<file path="src/rtl/qirq_pkg.sv">
package qirq_pkg;

   typedef enum logic {
      CAP_EDGE  = 1'b0,
      CAP_LEVEL = 1'b1
   } cap_mode_e;

   // Byte address of register n in a pair of 4-byte-spaced registers.
   function automatic int unsigned reg_addr(int unsigned base, int unsigned idx);
      return base + 4 * idx;
   endfunction

endpackage

</file>
<file path="src/rtl/qirq_capture.sv">
module qirq_capture
   import qirq_pkg::*;
#(
   parameter int W = 32
) (
   input  logic         clk,
   input  logic         rst_n,
   input  logic [W-1:0] flag,
   input  cap_mode_e    mode,
   output logic [W-1:0] evt
);

   logic [W-1:0] flag_q;

   always_ff @(posedge clk or negedge rst_n) begin
      if (!rst_n) flag_q <= '0;
      else        flag_q <= flag;
   end

   always_comb begin
      if (mode == CAP_LEVEL) evt = flag;
      else                   evt = flag & ~flag_q;
   end

endmodule

</file>
<file path="src/rtl/qirq_bank.sv">
module qirq_bank #(
   parameter int W = 32
) (
   input  logic         clk,
   input  logic         rst_n,
   input  logic [W-1:0] evt,
   input  logic         en_we,
   input  logic         st_we,
   input  logic [W-1:0] wdata,
   output logic [W-1:0] en,
   output logic [W-1:0] st,
   output logic         irq
);

   logic [W-1:0] st_nxt;

   always_comb begin
      st_nxt = st;
      if (st_we) st_nxt = st_nxt & ~wdata;
      st_nxt = st_nxt | evt;           // capture wins over clear
   end

   always_ff @(posedge clk or negedge rst_n) begin
      if (!rst_n) begin
         st <= '0;
         en <= '0;
      end else begin
         st <= st_nxt;
         if (en_we) en <= wdata;
      end
   end

   assign irq = |(st & en);

   // a written 1 leaves the bit clear unless a capture hit it.
   p_w1c_clears_r4: assert property (@(posedge clk) disable iff (!rst_n)
      st_we |=> ((st & $past(wdata) & ~$past(evt)) == '0));

   // no status bit rises except through a capture.
   p_no_write_set_r4: assert property (@(posedge clk) disable iff (!rst_n)
      1'b1 |=> ((st & ~$past(st) & ~$past(evt)) == '0));

   // a captured bit is always set after the edge.
   p_set_wins_r8: assert property (@(posedge clk) disable iff (!rst_n)
      1'b1 |=> ((st & $past(evt)) == $past(evt)));

endmodule

</file>
<file path="src/rtl/qirq_regmap.sv">
module qirq_regmap #(
   parameter int          NB      = 2,
   parameter int          W       = 32,
   parameter int          ADDR_W  = 12,
   parameter int unsigned EN_BASE = 32'h430,
   parameter int unsigned ST_BASE = 32'h438
) (
   input  logic [ADDR_W-1:0] addr,
   input  logic              we,
   input  logic [NB*W-1:0]   en_all,
   input  logic [NB*W-1:0]   st_all,
   output logic [NB-1:0]     en_we,
   output logic [NB-1:0]     st_we,
   output logic [W-1:0]      rdata
);
   import qirq_pkg::*;

   logic [NB-1:0] en_hit, st_hit;

   for (genvar n = 0; n < NB; n++) begin : g_dec
      localparam logic [ADDR_W-1:0] EN_A = ADDR_W'(reg_addr(EN_BASE, n));
      localparam logic [ADDR_W-1:0] ST_A = ADDR_W'(reg_addr(ST_BASE, n));
      assign en_hit[n] = (addr == EN_A);
      assign st_hit[n] = (addr == ST_A);
      assign en_we[n]  = we & en_hit[n];
      assign st_we[n]  = we & st_hit[n];
   end

   always_comb begin
      rdata = '0;
      for (int n = 0; n < NB; n++) begin
         if (en_hit[n]) rdata = en_all[n*W +: W];
         if (st_hit[n]) rdata = st_all[n*W +: W];
      end
   end

   // an address outside the map reads 0.
   always_comb begin
      if (!(|{en_hit, st_hit}))
         a_unmapped_zero_r9: assert (rdata == '0);
   end

endmodule

</file>
<file path="src/rtl/qirq_ctrl.sv">
module qirq_ctrl
   import qirq_pkg::*;
#(
   parameter int          NUM_BANKS = 2,
   parameter int          BANK_W    = 32,
   parameter int          ADDR_W    = 12,
   parameter int unsigned EN_BASE   = 32'h430,
   parameter int unsigned ST_BASE   = 32'h438
) (
   input  logic                        clk,
   input  logic                        rst_n,
   input  logic [NUM_BANKS*BANK_W-1:0] q_flag,
   input  logic                        cap_level,
   input  logic [ADDR_W-1:0]           bus_addr,
   input  logic                        bus_we,
   input  logic [BANK_W-1:0]           bus_wdata,
   output logic [BANK_W-1:0]           bus_rdata,
   output logic [NUM_BANKS-1:0]        irq
);

   localparam int NQ      = NUM_BANKS * BANK_W;
   localparam int MAP_LEN = 4 * NUM_BANKS;

   // Elaboration-time parameter checks.
   if (NUM_BANKS < 1) begin : g_chk_nb
      $error("NUM_BANKS must be at least 1");
   end
   if (BANK_W < 1) begin : g_chk_w
      $error("BANK_W must be at least 1");
   end
   if ((EN_BASE % 4) != 0 || (ST_BASE % 4) != 0) begin : g_chk_align
      $error("register bases must be 4-byte aligned");
   end
   if (!((ST_BASE >= EN_BASE + MAP_LEN) || (EN_BASE >= ST_BASE + MAP_LEN))) begin : g_chk_ovl
      $error("enable and status ranges overlap");
   end
   if ((EN_BASE + MAP_LEN > (1 << ADDR_W)) || (ST_BASE + MAP_LEN > (1 << ADDR_W))) begin : g_chk_aw
      $error("register map exceeds ADDR_W");
   end

   cap_mode_e         mode;
   logic [NQ-1:0]     evt_all, en_all, st_all;
   logic [NUM_BANKS-1:0] en_we, st_we;

   assign mode = cap_mode_e'(cap_level);

   for (genvar b = 0; b < NUM_BANKS; b++) begin : g_bank
      qirq_capture #(.W(BANK_W)) u_cap (
         .clk  (clk),
         .rst_n(rst_n),
         .flag (q_flag[b*BANK_W +: BANK_W]),
         .mode (mode),
         .evt  (evt_all[b*BANK_W +: BANK_W])
      );

      qirq_bank #(.W(BANK_W)) u_bank (
         .clk  (clk),
         .rst_n(rst_n),
         .evt  (evt_all[b*BANK_W +: BANK_W]),
         .en_we(en_we[b]),
         .st_we(st_we[b]),
         .wdata(bus_wdata),
         .en   (en_all[b*BANK_W +: BANK_W]),
         .st   (st_all[b*BANK_W +: BANK_W]),
         .irq  (irq[b])
      );
   end

   qirq_regmap #(
      .NB     (NUM_BANKS),
      .W      (BANK_W),
      .ADDR_W (ADDR_W),
      .EN_BASE(EN_BASE),
      .ST_BASE(ST_BASE)
   ) u_map (
      .addr  (bus_addr),
      .we    (bus_we),
      .en_all(en_all),
      .st_all(st_all),
      .en_we (en_we),
      .st_we (st_we),
      .rdata (bus_rdata)
   );

   // Goes high after the first edge out of reset, so that $past of the flags
   // matches what the capture stage has stored.
   logic chk_armed;
   always_ff @(posedge clk or negedge rst_n) begin
      if (!rst_n) chk_armed <= 1'b0;
      else        chk_armed <= 1'b1;
   end

   // in edge mode, unchanged flags set no new status bit.
   p_edge_no_refire_r5: assert property (@(posedge clk) disable iff (!rst_n)
      (chk_armed && !cap_level && q_flag == $past(q_flag))
         |=> ((st_all & ~$past(st_all)) == '0));

   // with no status bit set, no interrupt line is raised.
   p_quiet_irq_r10: assert property (@(posedge clk) disable iff (!rst_n)
      (st_all == '0) |-> (irq == '0));

   // registers come out of reset cleared.
   p_reset_clear_r1: assert property (@(posedge clk)
      $rose(rst_n) |-> (en_all == '0 && irq == '0));

endmodule

</file>
<file path="config.mk">
export PLATFORM = sky130hd
export DESIGN_NAME = qirq_ctrl
export DESIGN_NICKNAME = d
export VERILOG_FILES = /design/src/rtl/qirq_pkg.sv /design/src/rtl/qirq_capture.sv /design/src/rtl/qirq_bank.sv /design/src/rtl/qirq_regmap.sv /design/src/rtl/qirq_ctrl.sv
export SDC_FILE = /design/constraint.sdc
export NUM_CORES = 1
export LEC_CHECK = 0
export BUFFER_PORTS_ARGS = -buffer_cell sky130_fd_sc_hd__buf_4
export CORE_AREA = 4 4 144 146
export CTS_CLUSTER_SIZE = 30
export DETAILED_ROUTE_END_ITERATION = 10
export DIE_AREA = 0 0 148 150
export PLACE_DENSITY = 0.63
export SLEW_MARGIN = 20
export SYNTH_ARGS = -nofsm -noshare
export SYNTH_HDL_FRONTEND = slang
export SYNTH_SLANG_ARGS = --single-unit
export TNS_END_PERCENT = 30
</file>
<file path="constraint.sdc">
create_clock -name clk -period 2 [get_ports clk]
set_input_delay 0.1 -clock clk [delete_from_list [all_inputs] [get_ports clk]]
set_output_delay 0.1 -clock clk [all_outputs]
set_load 0.01 [all_outputs]
</file>
==> flow_summary.yaml, run 1 <==
floorplanning:
  die_w_um: 148
  coreArea_um2: 19400
  start_util: 0.443
  die_area_um2: 22200
  core.rowCount: 51
  dieHeight_um: 150
  num_io_pins: 146
yosys:
  synth.area.top_cells: "dfrtp_1, mux4_2, mux2_2, a21oi_1, a21boi_0"
  ys_seq_area_frac: 0.560
  synthTopCellsByCount: "dfrtp_1, a21oi_1, a21boi_0, nand2b_1, mux2_2"
  yosysWarnings: 0
  synth_simple_gate_area_frac: 0.0928
  synth.cell_area_um2: 8590
  synth.mux.area_fraction: 0.168
  synth.avg_cell_area_um2: 13.0
  synth_cell_types: 25
  synth_compound_area_frac: 0.159
  synth_most_common_cell: "dfrtp_1"
  synth_fp_nets: 774
  syn_inst: 662
  synth_edf_count: 0
  synth_top_family_by_area: "multiplexers"
  synth_flop_cell: "dfrtp_1"
  yosys.area.top_type: "dfrtp_1"
  synthAdderAreaFrac: 0
  synth_top_area_frac: 0.560
  synth_seq_cells: 192
  synth_xor_area_frac: 0
  ys_async_sr_fraction: 1.00
power_and_ir_drop:
  power_density_nw_per_um2: 704
  p_leak_nw: 4.93
  total_power_mw: 8.26
  vdd_ir_drop_max_mv: 0.553
clock_network:
  cts.sinks: 192
  cts_made_buffers: 17
  cts_tree: "done"
  root_buffer: "clkbuf_16"
  htree_levels: 4
  clk_pin_slew_ns: 0.06
  insertion_delay_ns: 0.42
  clockBufferDepth: 2
drt:
  viasPerCell: 5.50
  num_vias: 6517
  drc: 0
  wire_per_inst_um: 20.1
  ant_nets: 0
  drtIter0Drc: 315
  wirelength_mm: 23.8
  dr.pass1.iters: 5
run_status:
  outcome: "finished, violations left"
  violations: "setup timing"
cells_and_area:
  n_antenna_cell: 0
  utilization: 0.605
  area_growth_pct: 36.6
  drive_gt1_frac: 0.333
  final_net_count: 1018
  nFillCells: 1529
  design_area_um2: 11700
sta:
  fin_skew_ns: 0.00359
  slew_viol_final: 0
  setup_violations: 2
  worst_pin_slew_ns: 0.643
  timing.final.ws_setup_ns: -0.0567
  hold_slack_ns: 0.190
  rsz0062_at_grt: "yes"
  hold_violations: 0
  clock.fmax_mhz: 486
  finalCriticalPeriod_ns: 2.06
  period_share: 1.03
  slew_headroom: 0.572
placement:
  routabilityCongestion: 0.790
  port_buffers: 145
  dp_hpwl_mm: 16.0
  postPlaceCellArea_um2: 10000
setup_path:
  required_ns: 1.90
  critPathMaxFanout: 3
  cpPeakStageDelay_ns: 0.58
  start_kind: "register"
  setup.worst_path.end_class: "output port"
  worstSetupStartpoint: "g_bank[1].u_bank.st[23]"
  cp_data_arrival_time_ns: 1.96
  rr_startpoint: "g_bank[1].u_bank.en[11]"
  rrSetupSlack_ns: 1.03
  crit_chain: "a22oi_2, nand4_1, or4_4, buf_6"
  worstSetupPathType: "reg -> out"
  slowest_stage: "or4_4"
worst_hold_path:
  hold_path_class: "in -> async"
global_routing:
  grt_pass1_wl_mm: 37.6
  overflow: 0
  grt_max_degree: 65
  track_usage: 0.220
  antenna_found_initial: 0
  first_global_vias: 6789
job:
  maxCapViolations: 0
[logic make-up after synthesis]
family                 after synthesis
AO/OA/AOI/OAI                      224
AND/OR/NAND/NOR                    118
flip-flops                         192
buffers and inverters               32
multiplexers                        96
[state kept, by name, indices dropped and copies added (netlist names)]
name / cells
g_bank.u_cap.flag_q: 64
g_bank.u_bank.st: 64
g_bank.u_bank.en: 64
[worst max-delay path: cells and delay by family, from the launching register on]
family                 cells  cell delay, ns
and+or+nand+nor            2            0.76
AOI/OAI and AO/OA          1            0.22
DFF                        1            0.41
buffers and inverters      1            0.14
[final timing paths]
path,depth (start not counted),end
hold reg to reg,1,g_bank[0].u_bank.en[7]
max in group asynchronous,3,g_bank[1].u_bank.st[25]
min in group clk,2,g_bank[1].u_cap.flag_q[20]
setup reg to reg,2,g_bank[1].u_bank.en[11]
setup / recovery,4,irq[1]
hold / removal,2,g_bank[1].u_cap.flag_q[18]
[power breakdown]
part,leakage (nW),switching [mW],internal [mW]
logic,2.44,0.351,0.450
registers,2.20,0.0236,3.95
clock network,0.289,1.41,2.07
total,4.93,1.79,6.47
[final cells by class]
type | count | area (um2) | share of cell area
clock buffers | 23 | 478 | 0.0408
repair buffers | 257 | 2290 | 0.195
multi-input cells | 438 | 3690 | 0.315
clock inverters | 9 | 131 | 0.0112
well taps | 265 | 332 | 0.0283
flip-flops and latches | 192 | 4810 | 0.410
[placed cells by master (no fill, tap or decap)]
master and n:
or3b_2 1, a22oi_2 14, nand4_1 8, a21boi_0 64
buf_12 8, a22oi_1 18, dlygate4sd3_1 97, nor2b_1 32
clkinv_2 2, clkbuf_1 3, nor4_4 4, buf_6 2
or4b_4 1, bufinv_16 3, or3_1 1, nand2_1 1
dfrtp_1 190, clkinv_4 1, clkinvlp_4 3, mux2_1 4
clkbuf_16 17, dfrtp_2 2, mux2_2 60, nand2b_1 64
nand3_1 1, nand3b_1 2, buf_4 149, mux4_2 32
or4_4 3, a21oi_1 128, clkbuf_8 4
[per-stage QoR]
| step | TNS (ns) | setup slack (ns) | instances |
|---|---|---|---|
| after detailed placement | 0 | 0.0536 | 1052 |
| final | -0.106 | -0.0567 | 1184 |
| after floorplan | 0 | 0.232 | 662 |
| after CTS | -0.135 | -0.0882 | 1184 |
| after global routing | -0.274 | -0.161 | 1184 |
| after global placement | 0 | 0.0761 | 1052 |
[per-layer routing]
| metal | vias up | track usage | wire [um] |
|---|---|---|---|
| li1 | 2939 | - | - |
| met1 | 3368 | 0.286 | 10100 |
| met2 | 179 | 0.381 | 12200 |
| met3 | 31 | 0.0391 | 1070 |
| met4 | 0 | 0.0591 | 395 |
| met5 | - | 0 | 0 |
[repair_timing]
| action | 4_1_cts | 5_1_grt |
|---|---|---|
| endpoints found under the hold margin | 239 | 0 |
| buffers inserted | 3 | 0 |
| gates resized for setup | 20 | 0 |
| setup endpoints to repair | 2 | 2 |
| pin swaps | 9 | 1 |
| hold buffers | 97 | 0 |
No activity file was read; power rests on OpenSTA's default activity.
==> run 2: changes to the inputs <==
--- a/config.mk
+++ b/config.mk
@@ -6,10 +6,10 @@
 export NUM_CORES = 1
 export LEC_CHECK = 0
 export BUFFER_PORTS_ARGS = -buffer_cell sky130_fd_sc_hd__buf_4
-export CORE_AREA = 4 4 144 146
+export CORE_AREA = 4 4 110 190
 export CTS_CLUSTER_SIZE = 30
 export DETAILED_ROUTE_END_ITERATION = 10
-export DIE_AREA = 0 0 148 150
+export DIE_AREA = 0 0 114 194
 export PLACE_DENSITY = 0.63
 export SLEW_MARGIN = 20
 export SYNTH_ARGS = -nofsm -noshare
==> run 2 against run 1 <==
Compared with the run above:
- the run still ends with setup timing left
- critical path type unchanged
- via count grew 1.2%
- cell count is essentially flat
- clock power decreased by 4%
- total power shrank 1.6%
- sequential share of layout area fell by 0.49 points
- worst hold slack improved by 0.00070 ns
- combinational power up 0.9%
- die area down 0.38%
- non-clock buffer count increased by 26
- clock skew up 0.0021 ns
- maximum frequency grew 1.5%
- critical path depth is the same
==> flow_summary.yaml, run 2 (synthesized netlist as in run 1, its figures left out) <==
run_status:
  outcome: "finished, violations left"
  violations: "setup timing"
setup_path:
  slowest_stage: "or4_4"
  critPathMaxFanout: 3
  reg2reg_to: "g_bank[1].u_bank.en[30]"
  start_kind: "register"
  critPathTopFamily: "simple AND/OR/NAND/NOR gates"
  cpPeakStageDelay_ns: 0.54
  rr_startpoint: "g_bank[1].u_bank.en[30]"
  rrSetupSlack_ns: 0.96
  setup.worst_path.end_class: "output port"
  worstSetupPathType: "reg -> out"
  crit_chain: "a22oi_2, nand4_1, or4_4, buf_6"
  required_ns: 1.90
  cp_data_arrival_time_ns: 1.93
  rr_worst_depth: 3
  path_buf_inv: 1
sta:
  finalCriticalPeriod_ns: 2.03
  setup_violations: 2
  timing.setup.tns_ns: -0.0369
  slew_headroom: 0.581
  period_share: 1.01
  worst_pin_slew_ns: 0.629
  slew_viol_final: 0
  timing.final.ws_setup_ns: -0.0256
  rsz0062_at_grt: "yes"
  hold_violations: 0
  fin_skew_ns: 0.00572
  hold_slack_ns: 0.191
  clock.fmax_mhz: 494
floorplanning:
  num_io_pins: 146
  core.rowCount: 67
  start_util: 0.445
  dieHeight_um: 194
  die_w_um: 114
  coreArea_um2: 19300
  die_area_um2: 22100
drt:
  viasPerCell: 5.56
  dr.pass1.iters: 4
  wire_per_inst_um: 21.0
  drc: 0
  drtIter0Drc: 287
  wirelength_mm: 24.9
  num_vias: 6593
  ant_nets: 0
cells_and_area:
  fin_cells: 1185
  drive_gt1_frac: 0.363
  nFillCells: 1502
  final_net_count: 1044
  final_cell_mix: "dfrtp_1, buf_4, a21oi_1"
  top_regs: "g_bank.u_bank.en x64, g_bank.u_bank.st x64, g_bank.u_cap.flag_q x64"
  n_antenna_cell: 0
  area_growth_pct: 38.3
  layout_commonest_cell: "dfrtp_1"
global_routing:
  grt_max_degree: 65
  first_global_vias: 6952
  grt_pass1_wl_mm: 38.8
  track_usage: 0.230
  antenna_found_initial: 0
  overflow: 0
placement:
  routabilityCongestion: 0.818
  dp_cells: 1036
  dp_hpwl_mm: 17.5
  port_buffers: 145
clock_network:
  clk_pin_slew_ns: 0.06
  cts.sinks: 192
  cts_tree: "done"
  cts_made_buffers: 17
  root_buffer: "clkbuf_16"
  htree_levels: 4
  insertion_delay_ns: 0.43
  clockBufferDepth: 2
job:
  maxCapViolations: 0
power_and_ir_drop:
  vdd_ir_drop_max_mv: 0.472
  power_density_nw_per_um2: 684
  total_power_mw: 8.12
  p_leak_nw: 5.04
worst_hold_path:
  hold_path_class: "in -> async"
run 2: final cells by class:
class / instances / area (um2) / share of cell area
Tap cell: 241 / 302 / 0.0254
Multi-Input combinational cell: 438 / 3730 / 0.315
Clock inverter: 9 / 110 / 0.00927
Clock buffer: 22 / 464 / 0.0391
Timing Repair Buffer: 283 / 2460 / 0.207
Sequential cell: 192 / 4810 / 0.405
run 2: worst reg2reg max path, cell delays in order (launching register included):
cell and delay [ns]:
dfrtp_1 0.41, buf_4 0.15, buf_4 0.12, mux2_2 0.26
run 2: layer usage:
layer	routed length, um	up-vias	track usage
li1	-	2992	-
met3	1030	40	0.0453
met2	13700	186	0.409
met4	702	0	0.0841
met1	9530	3375	0.271
met5	0	-	0
run 2: worst max-delay path by stage:
stage	start	end	slack, ns	cells after the start
floorplan	bus_addr[11]	g_bank[1].u_bank.en[1]	0.23	4
global route	g_bank[1].u_bank.en[30]	irq[1]	-0.07	4
detailed placement	bus_addr[11]	bus_rdata[4]	-0.04	6
CTS	g_bank[0].u_bank.st[11]	irq[0]	-0.03	4
global placement	bus_addr[11]	bus_rdata[4]	-0.006	6
finish	g_bank[0].u_bank.st[23]	irq[0]	-0.03	4
run 2: repair_timing:
item | CTS | global route
endpoints found under the hold margin | 247 | 0
pin swaps | 20 | 8
setup buffers | 16 | 5
resized for setup | 25 | 7
hold buffers | 97 | 0
endpoints found under the setup margin | 5 | 5
run 2: per-stage QoR:
stage / util / setup slack (ns) / instance area [um2]
after floorplan: - / 0.232 / 8590
after global placement: 0.521 / -0.00581 / 10000
after detailed placement: 0.521 / -0.0379 / 10000
after CTS: 0.613 / -0.0297 / 11800
after global routing: 0.616 / -0.0734 / 11900
final: 0.616 / -0.0256 / 11900
run 2: power breakdown:
group	switching, mW	total, mW	internal [mW]
logic	0.355	0.808	0.453
clock network	1.44	3.34	1.90
registers	0.0238	3.98	3.95
